File: src/rtl/sec_irq_pkg.sv
package sec_irq_pkg;

  // Word indices of the register port. Decoded values are fixed by behaviour.
  localparam int W_STAT  = 0;
  localparam int W_RAW   = 1;
  localparam int W_ENSET = 2;
  localparam int W_ENCLR = 3;
  localparam int W_SWSET = 4;
  localparam int W_SWCLR = 5;
  localparam int W_PTSET = 8;
  localparam int W_PTCLR = 9;

  typedef struct packed {
    logic maskSet;
    logic maskClr;
    logic softSet;
    logic softClr;
    logic passSet;
    logic passClr;
  } strobe_t;

  typedef enum logic [2:0] {
    RD_ZERO,
    RD_STAT,
    RD_RAW,
    RD_MASK,
    RD_SOFT,
    RD_PASS
  } rdSel_e;

endpackage

File: src/rtl/sec_irq_decode.sv
module sec_irq_decode
  import sec_irq_pkg::*;
#(
  parameter int WORD_W = 10,
  parameter int DATA_W = 32
) (
  input  logic [WORD_W-1:0] wordAddr,
  input  logic              wrEn,
  input  logic [DATA_W-1:0] wrData,
  output strobe_t           strb,
  output rdSel_e            rdSel
);

  logic dataNz;
  assign dataNz = |wrData;

  always_comb begin
    strb  = '0;
    rdSel = RD_ZERO;
    case (wordAddr)
      WORD_W'(W_STAT):  rdSel = RD_STAT;
      WORD_W'(W_RAW):   rdSel = RD_RAW;
      WORD_W'(W_ENSET): begin
        rdSel        = RD_MASK;
        strb.maskSet = wrEn;
      end
      WORD_W'(W_ENCLR): strb.maskClr = wrEn;
      WORD_W'(W_SWSET): begin
        rdSel        = RD_SOFT;
        strb.softSet = wrEn && dataNz;
      end
      WORD_W'(W_SWCLR): strb.softClr = wrEn && dataNz;
      WORD_W'(W_PTSET): begin
        rdSel        = RD_PASS;
        strb.passSet = wrEn;
      end
      WORD_W'(W_PTCLR): strb.passClr = wrEn;
      default: ;
    endcase
  end

endmodule

File: src/rtl/sec_irq_datapath.sv
module sec_irq_datapath
  import sec_irq_pkg::*;
#(
  parameter int DATA_W  = 32,
  parameter int PASS_LO = 21,
  parameter int PASS_HI = 30
) (
  input  logic              clk,
  input  logic              rst,
  input  logic [DATA_W-1:0] srcIn,
  input  logic [DATA_W-1:0] wrData,
  input  strobe_t           strb,
  input  rdSel_e            rdSel,
  output logic [DATA_W-1:0] rdData,
  output logic              combIrq,
  output logic [DATA_W-1:0] passIrq,
  output logic [DATA_W-1:0] rawLvl,
  output logic [DATA_W-1:0] enMask,
  output logic [DATA_W-1:0] passEn
);

  logic [DATA_W-1:0] srcReg;
  logic [DATA_W-1:0] winMask;
  logic              softLatch;

  // Routing window: only indices PASS_LO..PASS_HI may be routed.
  for (genvar i = 0; i < DATA_W; i++) begin : g_win
    assign winMask[i] = (i >= PASS_LO) && (i <= PASS_HI);
  end

  assign rawLvl = {srcReg[DATA_W-1:1], srcReg[0] | softLatch};

  always_ff @(posedge clk) begin
    if (rst) begin
      srcReg    <= '0;
      enMask    <= '0;
      passEn    <= '0;
      softLatch <= 1'b0;
      combIrq   <= 1'b0;
      passIrq   <= '0;
    end else begin
      srcReg <= srcIn;
      if (strb.maskSet)      enMask <= enMask | wrData;
      else if (strb.maskClr) enMask <= enMask & ~wrData;
      if (strb.softSet)      softLatch <= 1'b1;
      else if (strb.softClr) softLatch <= 1'b0;
      if (strb.passSet)      passEn <= passEn | (wrData & winMask);
      else if (strb.passClr) passEn <= passEn & ~wrData;
      combIrq <= |(rawLvl & enMask);
      passIrq <= rawLvl & passEn & winMask;
    end
  end

  always_comb begin
    case (rdSel)
      RD_STAT: rdData = rawLvl & enMask;
      RD_RAW:  rdData = rawLvl;
      RD_MASK: rdData = enMask;
      RD_SOFT: rdData = {{(DATA_W-1){1'b0}}, rawLvl[0]};
      RD_PASS: rdData = passEn;
      default: rdData = '0;
    endcase
  end

endmodule

File: src/rtl/sec_irq_ctrl.sv
module sec_irq_ctrl
  import sec_irq_pkg::*;
#(
  parameter int DATA_W  = 32,
  parameter int WORD_W  = 10,
  parameter int PASS_LO = 21,
  parameter int PASS_HI = 30
) (
  input  logic              clk,
  input  logic              rst,
  input  logic [DATA_W-1:0] srcIn,
  input  logic [WORD_W-1:0] wordAddr,
  input  logic              wrEn,
  input  logic [DATA_W-1:0] wrData,
  output logic [DATA_W-1:0] rdData,
  output logic              combIrq,
  output logic [DATA_W-1:0] passIrq
);

  strobe_t           strb;
  rdSel_e            rdSel;
  logic [DATA_W-1:0] rawLvl;
  logic [DATA_W-1:0] enMask;
  logic [DATA_W-1:0] passEn;

  sec_irq_decode #(.WORD_W(WORD_W), .DATA_W(DATA_W)) u_decode (
    .wordAddr(wordAddr),
    .wrEn    (wrEn),
    .wrData  (wrData),
    .strb    (strb),
    .rdSel   (rdSel)
  );

  sec_irq_datapath #(.DATA_W(DATA_W), .PASS_LO(PASS_LO), .PASS_HI(PASS_HI)) u_dp (
    .clk    (clk),
    .rst    (rst),
    .srcIn  (srcIn),
    .wrData (wrData),
    .strb   (strb),
    .rdSel  (rdSel),
    .rdData (rdData),
    .combIrq(combIrq),
    .passIrq(passIrq),
    .rawLvl (rawLvl),
    .enMask (enMask),
    .passEn (passEn)
  );

endmodule

File: config.mk
export PLATFORM = sky130hd
export DESIGN_NAME = sec_irq_ctrl
export DESIGN_NICKNAME = d
export VERILOG_FILES = /design/src/rtl/sec_irq_pkg.sv /design/src/rtl/sec_irq_decode.sv /design/src/rtl/sec_irq_datapath.sv /design/src/rtl/sec_irq_ctrl.sv
export SDC_FILE = /design/constraint.sdc
export NUM_CORES = 1
export LEC_CHECK = 0
export CAP_MARGIN = 20
export CORE_MARGIN = 10
export CORE_UTILIZATION = 48
export CTS_BUF_LIST = sky130_fd_sc_hd__clkbuf_4
export CTS_CLUSTER_SIZE = 25
export DETAILED_ROUTE_END_ITERATION = 8
export HOLD_SLACK_MARGIN = 0.05
export PLACE_DENSITY = 0.82
export SKIP_CTS_REPAIR_TIMING = 1
export SLEW_MARGIN = 40
export SYNTH_ARGS = -nofsm -noshare
export SYNTH_HDL_FRONTEND = slang
export SYNTH_SLANG_ARGS = --single-unit
File: constraint.sdc
create_clock -name clk -period 2.17 [get_ports clk]
set_clock_uncertainty 0.15 [all_clocks]
set_input_delay 0.217 -clock clk [delete_from_list [all_inputs] [get_ports clk]]
set_output_delay 0.217 -clock clk [all_outputs]
set_load 0.05 [all_outputs]
==> impl_metrics.py, run 1 <==
metrics = {
    "detailed_routing": {
        "vias": 4697,
        "drc": 0,
        "dr.pass1.iters": 4,
        "viasPerCell": 6.288,
        "first_iter_violations": 390,
        "antenna_left": 0,
        "post_drt_wl_per_cell_um": 22.53,
        "routed_wirelength_um": 16830,
    },
    "pwr": {
        "clockPowerShare_pct": 29.4,
        "internal_power_uw": 2620,
        "switchingPower_uw": 1006,
        "switching_share_pct": 27.74,
        "p_leak_uw": 0.002473,
        "power_uw": 3626,
        "pwr-share-comb_pct": 14.1,
        "ir_drop_mv": 0.3337,
        "seq_power_share_pct": 56.5,
        "powerDensity_mw_per_mm2": 508.4,
    },
    "global_routing": {
        "grt_max_degree": 43,
        "grt_pass1_vias": 4563,
        "antenna_found_initial": 0,
        "grt_pass1_wl_um": 24510,
        "gr-usage-all-layers_pct": 21.26,
        "globalRouteOverflowTotal": 0,
    },
    "run": {
        "drv_cap": 0,
    },
    "logic_synthesis": {
        "ys_seq_area_share_pct": 47.12,
        "ys.warnings.count": 0,
        "async_flop_share_pct": 0,
        "synth_ff_type": "dfxtp_1",
        "synth_area_per_cell_um2": 9.599,
        "ys_ff_latch": 108,
        "syn_area_mm2": 0.004588,
        "synth_edf_count": 0,
        "synth_cell_types": 38,
        "synthCells": 478,
    },
    "cts": {
        "cts_tree": "built",
        "cts_buffers": 9,
        "cts_sinks": 108,
        "clk_path_buf_depth": 2,
        "cts_root_buf": "clkbuf_4",
        "cts.clk_slew.worst_paths_ns": 0.18,
        "htree_levels": 3,
        "clkLatencyLatePin_ns": 0.46,
    },
    "sta": {
        "finalMaxSlewViolations": 0,
        "setup_tns_ns": -9.150,
        "rsz0062_at_grt": "yes",
        "relSlewSlack_pct": 63.15,
        "finalHoldViolCount": 0,
        "min_period_over_period_pct": 114.9,
        "worstMarginPinSlew_ns": 0.5477,
        "period_minus_slack_ns": 2.494,
        "fmax_mhz": 401.0,
        "setup_viol": 32,
        "fin_ws_ns": -0.3236,
    },
    "placement": {
        "hpwl_um": 11420,
        "pre_cts_slack_ns": -0.5471,
        "gp_congestion": 0.8823,
        "port_buffers": 119,
    },
    "floorplan": {
        "dieHeight_um": 117.8,
        "fp.dieArea_mm2": 0.01387,
        "coreArea_mm2": 0.009284,
        "die_x_um": 117.8,
        "num_rows": 35,
        "ios": 142,
        "initial_utilization_pct": 49.42,
    },
    "worst_setup_path": {
        "required_ns": 1.80,
        "critical_path.endpoint": "rdData[1]",
        "cp_top_family": "buffers and inverters",
        "cp_slowest_cell": "clkdlybuf4s50_1",
        "cp_cell_sequence": "clkdlybuf4s50_1 -> or2_4 -> nor4b_4 -> nor3b_4 -> buf_6 -> clkbuf_16 -> o2bb2ai_4 -> buf_12",
        "r2r-start": "u_dp.srcReg[22]",
        "path_depth": 8,
        "crit_type": "in2out",
        "cp_slowest_stage_delay_ns": 0.43,
        "arrival_ns": 2.13,
        "endpoint_kind": "output port",
        "reg2reg_setup_slack_ns": 0.69,
        "r2r_cells": 4,
        "path_max_fanout": 7,
        "startpoint": "wordAddr[7]",
        "timing.rr.end": "u_dp.combIrq",
        "cp-start-kind": "input port",
        "critPathBufInv": 4,
    },
    "final_layout": {
        "multi_input_area_mm2": 0.002557,
        "seqCellArea_mm2": 0.002162,
        "final_common_cell": "dfxtp_1",
        "finalNetCount": 690,
        "layout-drive-gt1-share_pct": 23.14,
        "insertedDiodeCount": 0,
        "filler_cell_count": 645,
        "final_cell_mix": "dfxtp_1, clkdlybuf4s50_1, buf_12",
        "areaGrowthSynthToFinish_pct": 55.44,
    },
    "min_path": {
        "min_path_type": "in2reg",
    },
    "run_status": {
        "failed_checks": "negative setup slack",
        "status": "finished, violations left",
    },
}
routing by layer:
metal	routed length, µm	track usage (%)
met5	0	0
met4	493	7.573
met3	1549	5.564
met2	8272	35.87
met1	6514	25.39
cells by family after synthesis:
group	count (synthesis)	share of synthesized area (%)
other	1	0.08173
buffers and inverters	70	8.317
muxes	1	0.2454
DFF	108	47.12
and+or+nand+nor	108	14.32
AOI/OAI and AO/OA	190	29.92
cell type report:
cell class | instances | area share (%)
multi-input cells | 321 | 35.86
flip-flops and latches | 108 | 30.32
repair buffers | 172 | 29.46
well taps | 129 | 2.263
clock buffers | 10 | 1.053
clock inverters | 6 | 1.000
inverters | 1 | 0.05263
power groups by stage:
stage,clock [µW],combinational (µW),sequential (µW)
global route,1150,536,2050
CTS,1070,488,2040
finish,1070,511,2050
global placement,0,478,2090
floorplan,0,259,2070
detailed placement,0,486,2090
synthesized netlist by cell type (12+ instances only):
master,instances,area [µm²]
a21oi_1,23,115.1
a31oi_1,42,262.8
buf_4,22,165.2
dfxtp_1,108,2162
a22oi_1,14,105.1
o22ai_1,31,193.9
nor2_1,14,52.55
clkbuf_1,31,116.4
nand2b_1,22,137.6
nor2b_1,34,212.7
a311oi_1,42,367.9
nand2_1,12,45.04
o2bb2ai_1,30,262.8
worst min-delay path by stage:
stage / slack (ns) / endpoint / cells after the start / from
CTS: -0.008 / u_dp.passIrq[28] / 2 / rst
global route: 0.11 / u_dp.srcReg[3] / 2 / srcIn[3]
global placement: 0.28 / u_dp.passEn[31] / 2 / u_dp.passEn[31]
finish: 0.13 / u_dp.srcReg[15] / 2 / srcIn[15]
detailed placement: 0.30 / u_dp.passIrq[21] / 2 / u_dp.srcReg[21]
floorplan: 0.15 / u_dp.passEn[10] / 1 / wrData[10]
metrics by stage:
| step | util, % | cell area (µm²) | hold WS (ns) | std cells |
|---|---|---|---|---|
| 2_1_floorplan | - | 4856 | 0.1548 | 499 |
| 3_3_place_gp | 71.29 | 6619 | 0.2838 | 723 |
| 3_5_place_dp | 71.29 | 6619 | 0.3008 | 723 |
| 4_1_cts | 72.87 | 6765 | -0.007728 | 739 |
| 5_1_grt | 76.82 | 7132 | 0.1066 | 747 |
| 6_report | 76.82 | 7132 | 0.1278 | 747 |
Power figures use the tool's default switching activity.
==> run 2: changes to the inputs <==
--- a/config.mk
+++ b/config.mk
@@ -6,14 +6,17 @@
 export NUM_CORES = 1
 export LEC_CHECK = 0
 export CAP_MARGIN = 20
+export CELL_PAD_IN_SITES_DETAIL_PLACEMENT = 0
+export CELL_PAD_IN_SITES_GLOBAL_PLACEMENT = 2
 export CORE_MARGIN = 10
-export CORE_UTILIZATION = 48
+export CORE_UTILIZATION = 29
 export CTS_BUF_LIST = sky130_fd_sc_hd__clkbuf_4
 export CTS_CLUSTER_SIZE = 25
 export DETAILED_ROUTE_END_ITERATION = 8
 export HOLD_SLACK_MARGIN = 0.05
-export PLACE_DENSITY = 0.82
+export PLACE_DENSITY_LB_ADDON = 0.1
 export SKIP_CTS_REPAIR_TIMING = 1
+export SKIP_LAST_GASP = 1
 export SLEW_MARGIN = 40
 export SYNTH_ARGS = -nofsm -noshare
 export SYNTH_HDL_FRONTEND = slang
==> run 2 against run 1 <==
Compared with the run above: the run still ends with negative setup slack left; routed wire length grew 8.9%; first-iteration DRC count shrank 5.1%; design area grew 0.49%; sequential share of layout area shrank 0.15 points; register-to-register slack lost 0.14 ns; setup slack gained 0.046 ns; global-route usage shrank 5.0 points; largest power group unchanged; highest routed layer unchanged.
==> impl_metrics.py, run 2 (synthesis gave the netlist of run 1 again) <==
metrics = {
    "sta": {
        "setup_viol": 32,
        "worstMarginPinSlew_ns": 0.6435,
        "period_minus_slack_ns": 2.448,
        "finalHoldViolCount": 0,
        "min_period_over_period_pct": 112.8,
        "relSlewSlack_pct": 56.70,
        "rsz0062_at_grt": "yes",
        "setup_tns_ns": -8.217,
        "fmax_mhz": 408.5,
        "fin_ws_ns": -0.2778,
        "finalMaxSlewViolations": 0,
        "worst_hold_slack_ns": 0.09339,
    },
    "floorplan": {
        "ios": 142,
        "coreArea_mm2": 0.01537,
        "die_x_um": 145.8,
        "fp.dieArea_mm2": 0.02125,
        "dieHeight_um": 145.8,
        "initial_utilization_pct": 29.85,
        "num_rows": 45,
    },
    "final_layout": {
        "finalNetCount": 703,
        "filler_cell_count": 1454,
        "final_core_util_pct": 46.63,
        "layout-drive-gt1-share_pct": 24.44,
        "multi_input_area_mm2": 0.002429,
        "seqCellArea_mm2": 0.002162,
        "final_common_cell": "dfxtp_1",
        "final_cell_mix": "dfxtp_1, clkdlybuf4s50_1, buf_4",
        "areaGrowthSynthToFinish_pct": 56.20,
    },
    "placement": {
        "port_buffers": 119,
        "hpwl_um": 12870,
        "gp_congestion": 0.7893,
    },
    "pwr": {
        "powerDensity_mw_per_mm2": 503.3,
        "p_leak_uw": 0.002501,
        "ir_drop_mv": 0.3072,
    },
    "detailed_routing": {
        "viasPerCell": 5.270,
        "antenna_left": 0,
        "dr.pass1.iters": 6,
        "vias": 4437,
        "first_iter_violations": 370,
        "drc": 0,
        "post_drt_wl_per_cell_um": 21.76,
        "routed_wirelength_um": 18320,
    },
    "run_status": {
        "status": "finished, violations left",
        "failed_checks": "negative setup slack",
    },
    "worst_setup_path": {
        "cp-start-kind": "input port",
        "crit_type": "in2out",
        "path_max_fanout": 7,
        "required_ns": 1.80,
        "arrival_ns": 2.08,
        "endpoint_kind": "output port",
    },
    "cts": {
        "cts_sinks": 108,
        "htree_levels": 3,
        "cts_root_buf": "clkbuf_4",
        "clkLatencyLatePin_ns": 0.50,
        "cts_tree": "built",
        "clk_path_buf_depth": 2,
        "cts_buffers": 9,
        "cts.clk_slew.worst_paths_ns": 0.16,
    },
    "global_routing": {
        "gr-usage-all-layers_pct": 16.23,
        "grt_max_degree": 58,
        "grt_pass1_wl_um": 27460,
        "globalRouteOverflowTotal": 0,
        "antenna_found_initial": 1,
        "grt_pass1_vias": 4597,
    },
    "min_path": {
        "min_path_type": "in2reg",
    },
    "run": {
        "drv_cap": 0,
    },
}
-- run 2: changes by cell type in the layout (fill, tap and decap cells not counted), sizes merged --
| cell | delta |
|---|---|
| buf | +12 |
| clkbuf | +1 |
| clkinvlp | +1 |
| diode | +1 |
| inv | -2 |
-- run 2: metal layers --
| layer | global-route usage, % | up-vias | wire (µm) |
|---|---|---|---|
| met3 | 5.309 | 19 | 1139 |
| met4 | 3.589 | 0 | 243 |
| met2 | 25.41 | 158 | 8692 |
| li1 | - | 2099 | - |
| met5 | 0 | - | 0 |
| met1 | 21.14 | 2161 | 8247 |
-- run 2: layout make-up --
cell class                      count  area share, %
Clock inverter                      5         0.7507
Tap cell                          211          3.684
Inverter                            1        0.05237
Sequential cell                   108          30.17
Timing Repair Buffer              185          30.38
Antenna cell                        1        0.03492
Clock buffer                       10          1.047
Multi-Input combinational cell    321          33.89
-- run 2: through the flow --
step	instance area [µm²]	std cells	total power [µW]	worst slack [ns]
finish	7167	842	3607	-0.2778
global route	7167	842	3760	-0.3645
CTS	6908	834	3636	-0.6725
detailed placement	6779	819	2602	-0.6552
global placement	6779	819	2603	-0.6675
floorplan	4856	499	2333	-0.1265
-- run 2: where the power goes --
group          switching [µW]  leakage (µW)  internal [µW]  total (µW)
clock                     684     0.0000675            353        1040
sequential               28.9      0.000879           2020        2050
combinational             292       0.00156            233         524
-- run 2: worst max-delay path, cell delays in order --
cell and delay [ns]:
clkbuf_2 0.08, or4_4 0.57, nor4b_4 0.29, nor3b_4 0.26, buf_12 0.19, clkbuf_16 0.19, o2bb2ai_4 0.13, buf_12 0.15
-- run 2: worst paths after layout --
path	startpoint	slack [ns]	cells after the start	to
worst max-delay path	wordAddr[4]	-0.28	8	rdData[20]
worst min-delay path	wordAddr[0]	0.09	3	flop
worst max register to register	flop	0.55	4	u_dp.combIrq
worst min register to register	flop	0.32	2	u_dp.passIrq[25]
==> run 3: changes to the inputs <==
--- a/config.mk
+++ b/config.mk
@@ -11,13 +11,11 @@
 export CORE_MARGIN = 10
 export CORE_UTILIZATION = 29
 export CTS_BUF_LIST = sky130_fd_sc_hd__clkbuf_4
-export CTS_CLUSTER_SIZE = 25
 export DETAILED_ROUTE_END_ITERATION = 8
 export HOLD_SLACK_MARGIN = 0.05
 export PLACE_DENSITY_LB_ADDON = 0.1
 export SKIP_CTS_REPAIR_TIMING = 1
 export SKIP_LAST_GASP = 1
-export SLEW_MARGIN = 40
 export SYNTH_ARGS = -nofsm -noshare
 export SYNTH_HDL_FRONTEND = slang
 export SYNTH_SLANG_ARGS = --single-unit
==> results of run 3 <==
Final layout, timing and power as in run 2 (identical DEF).
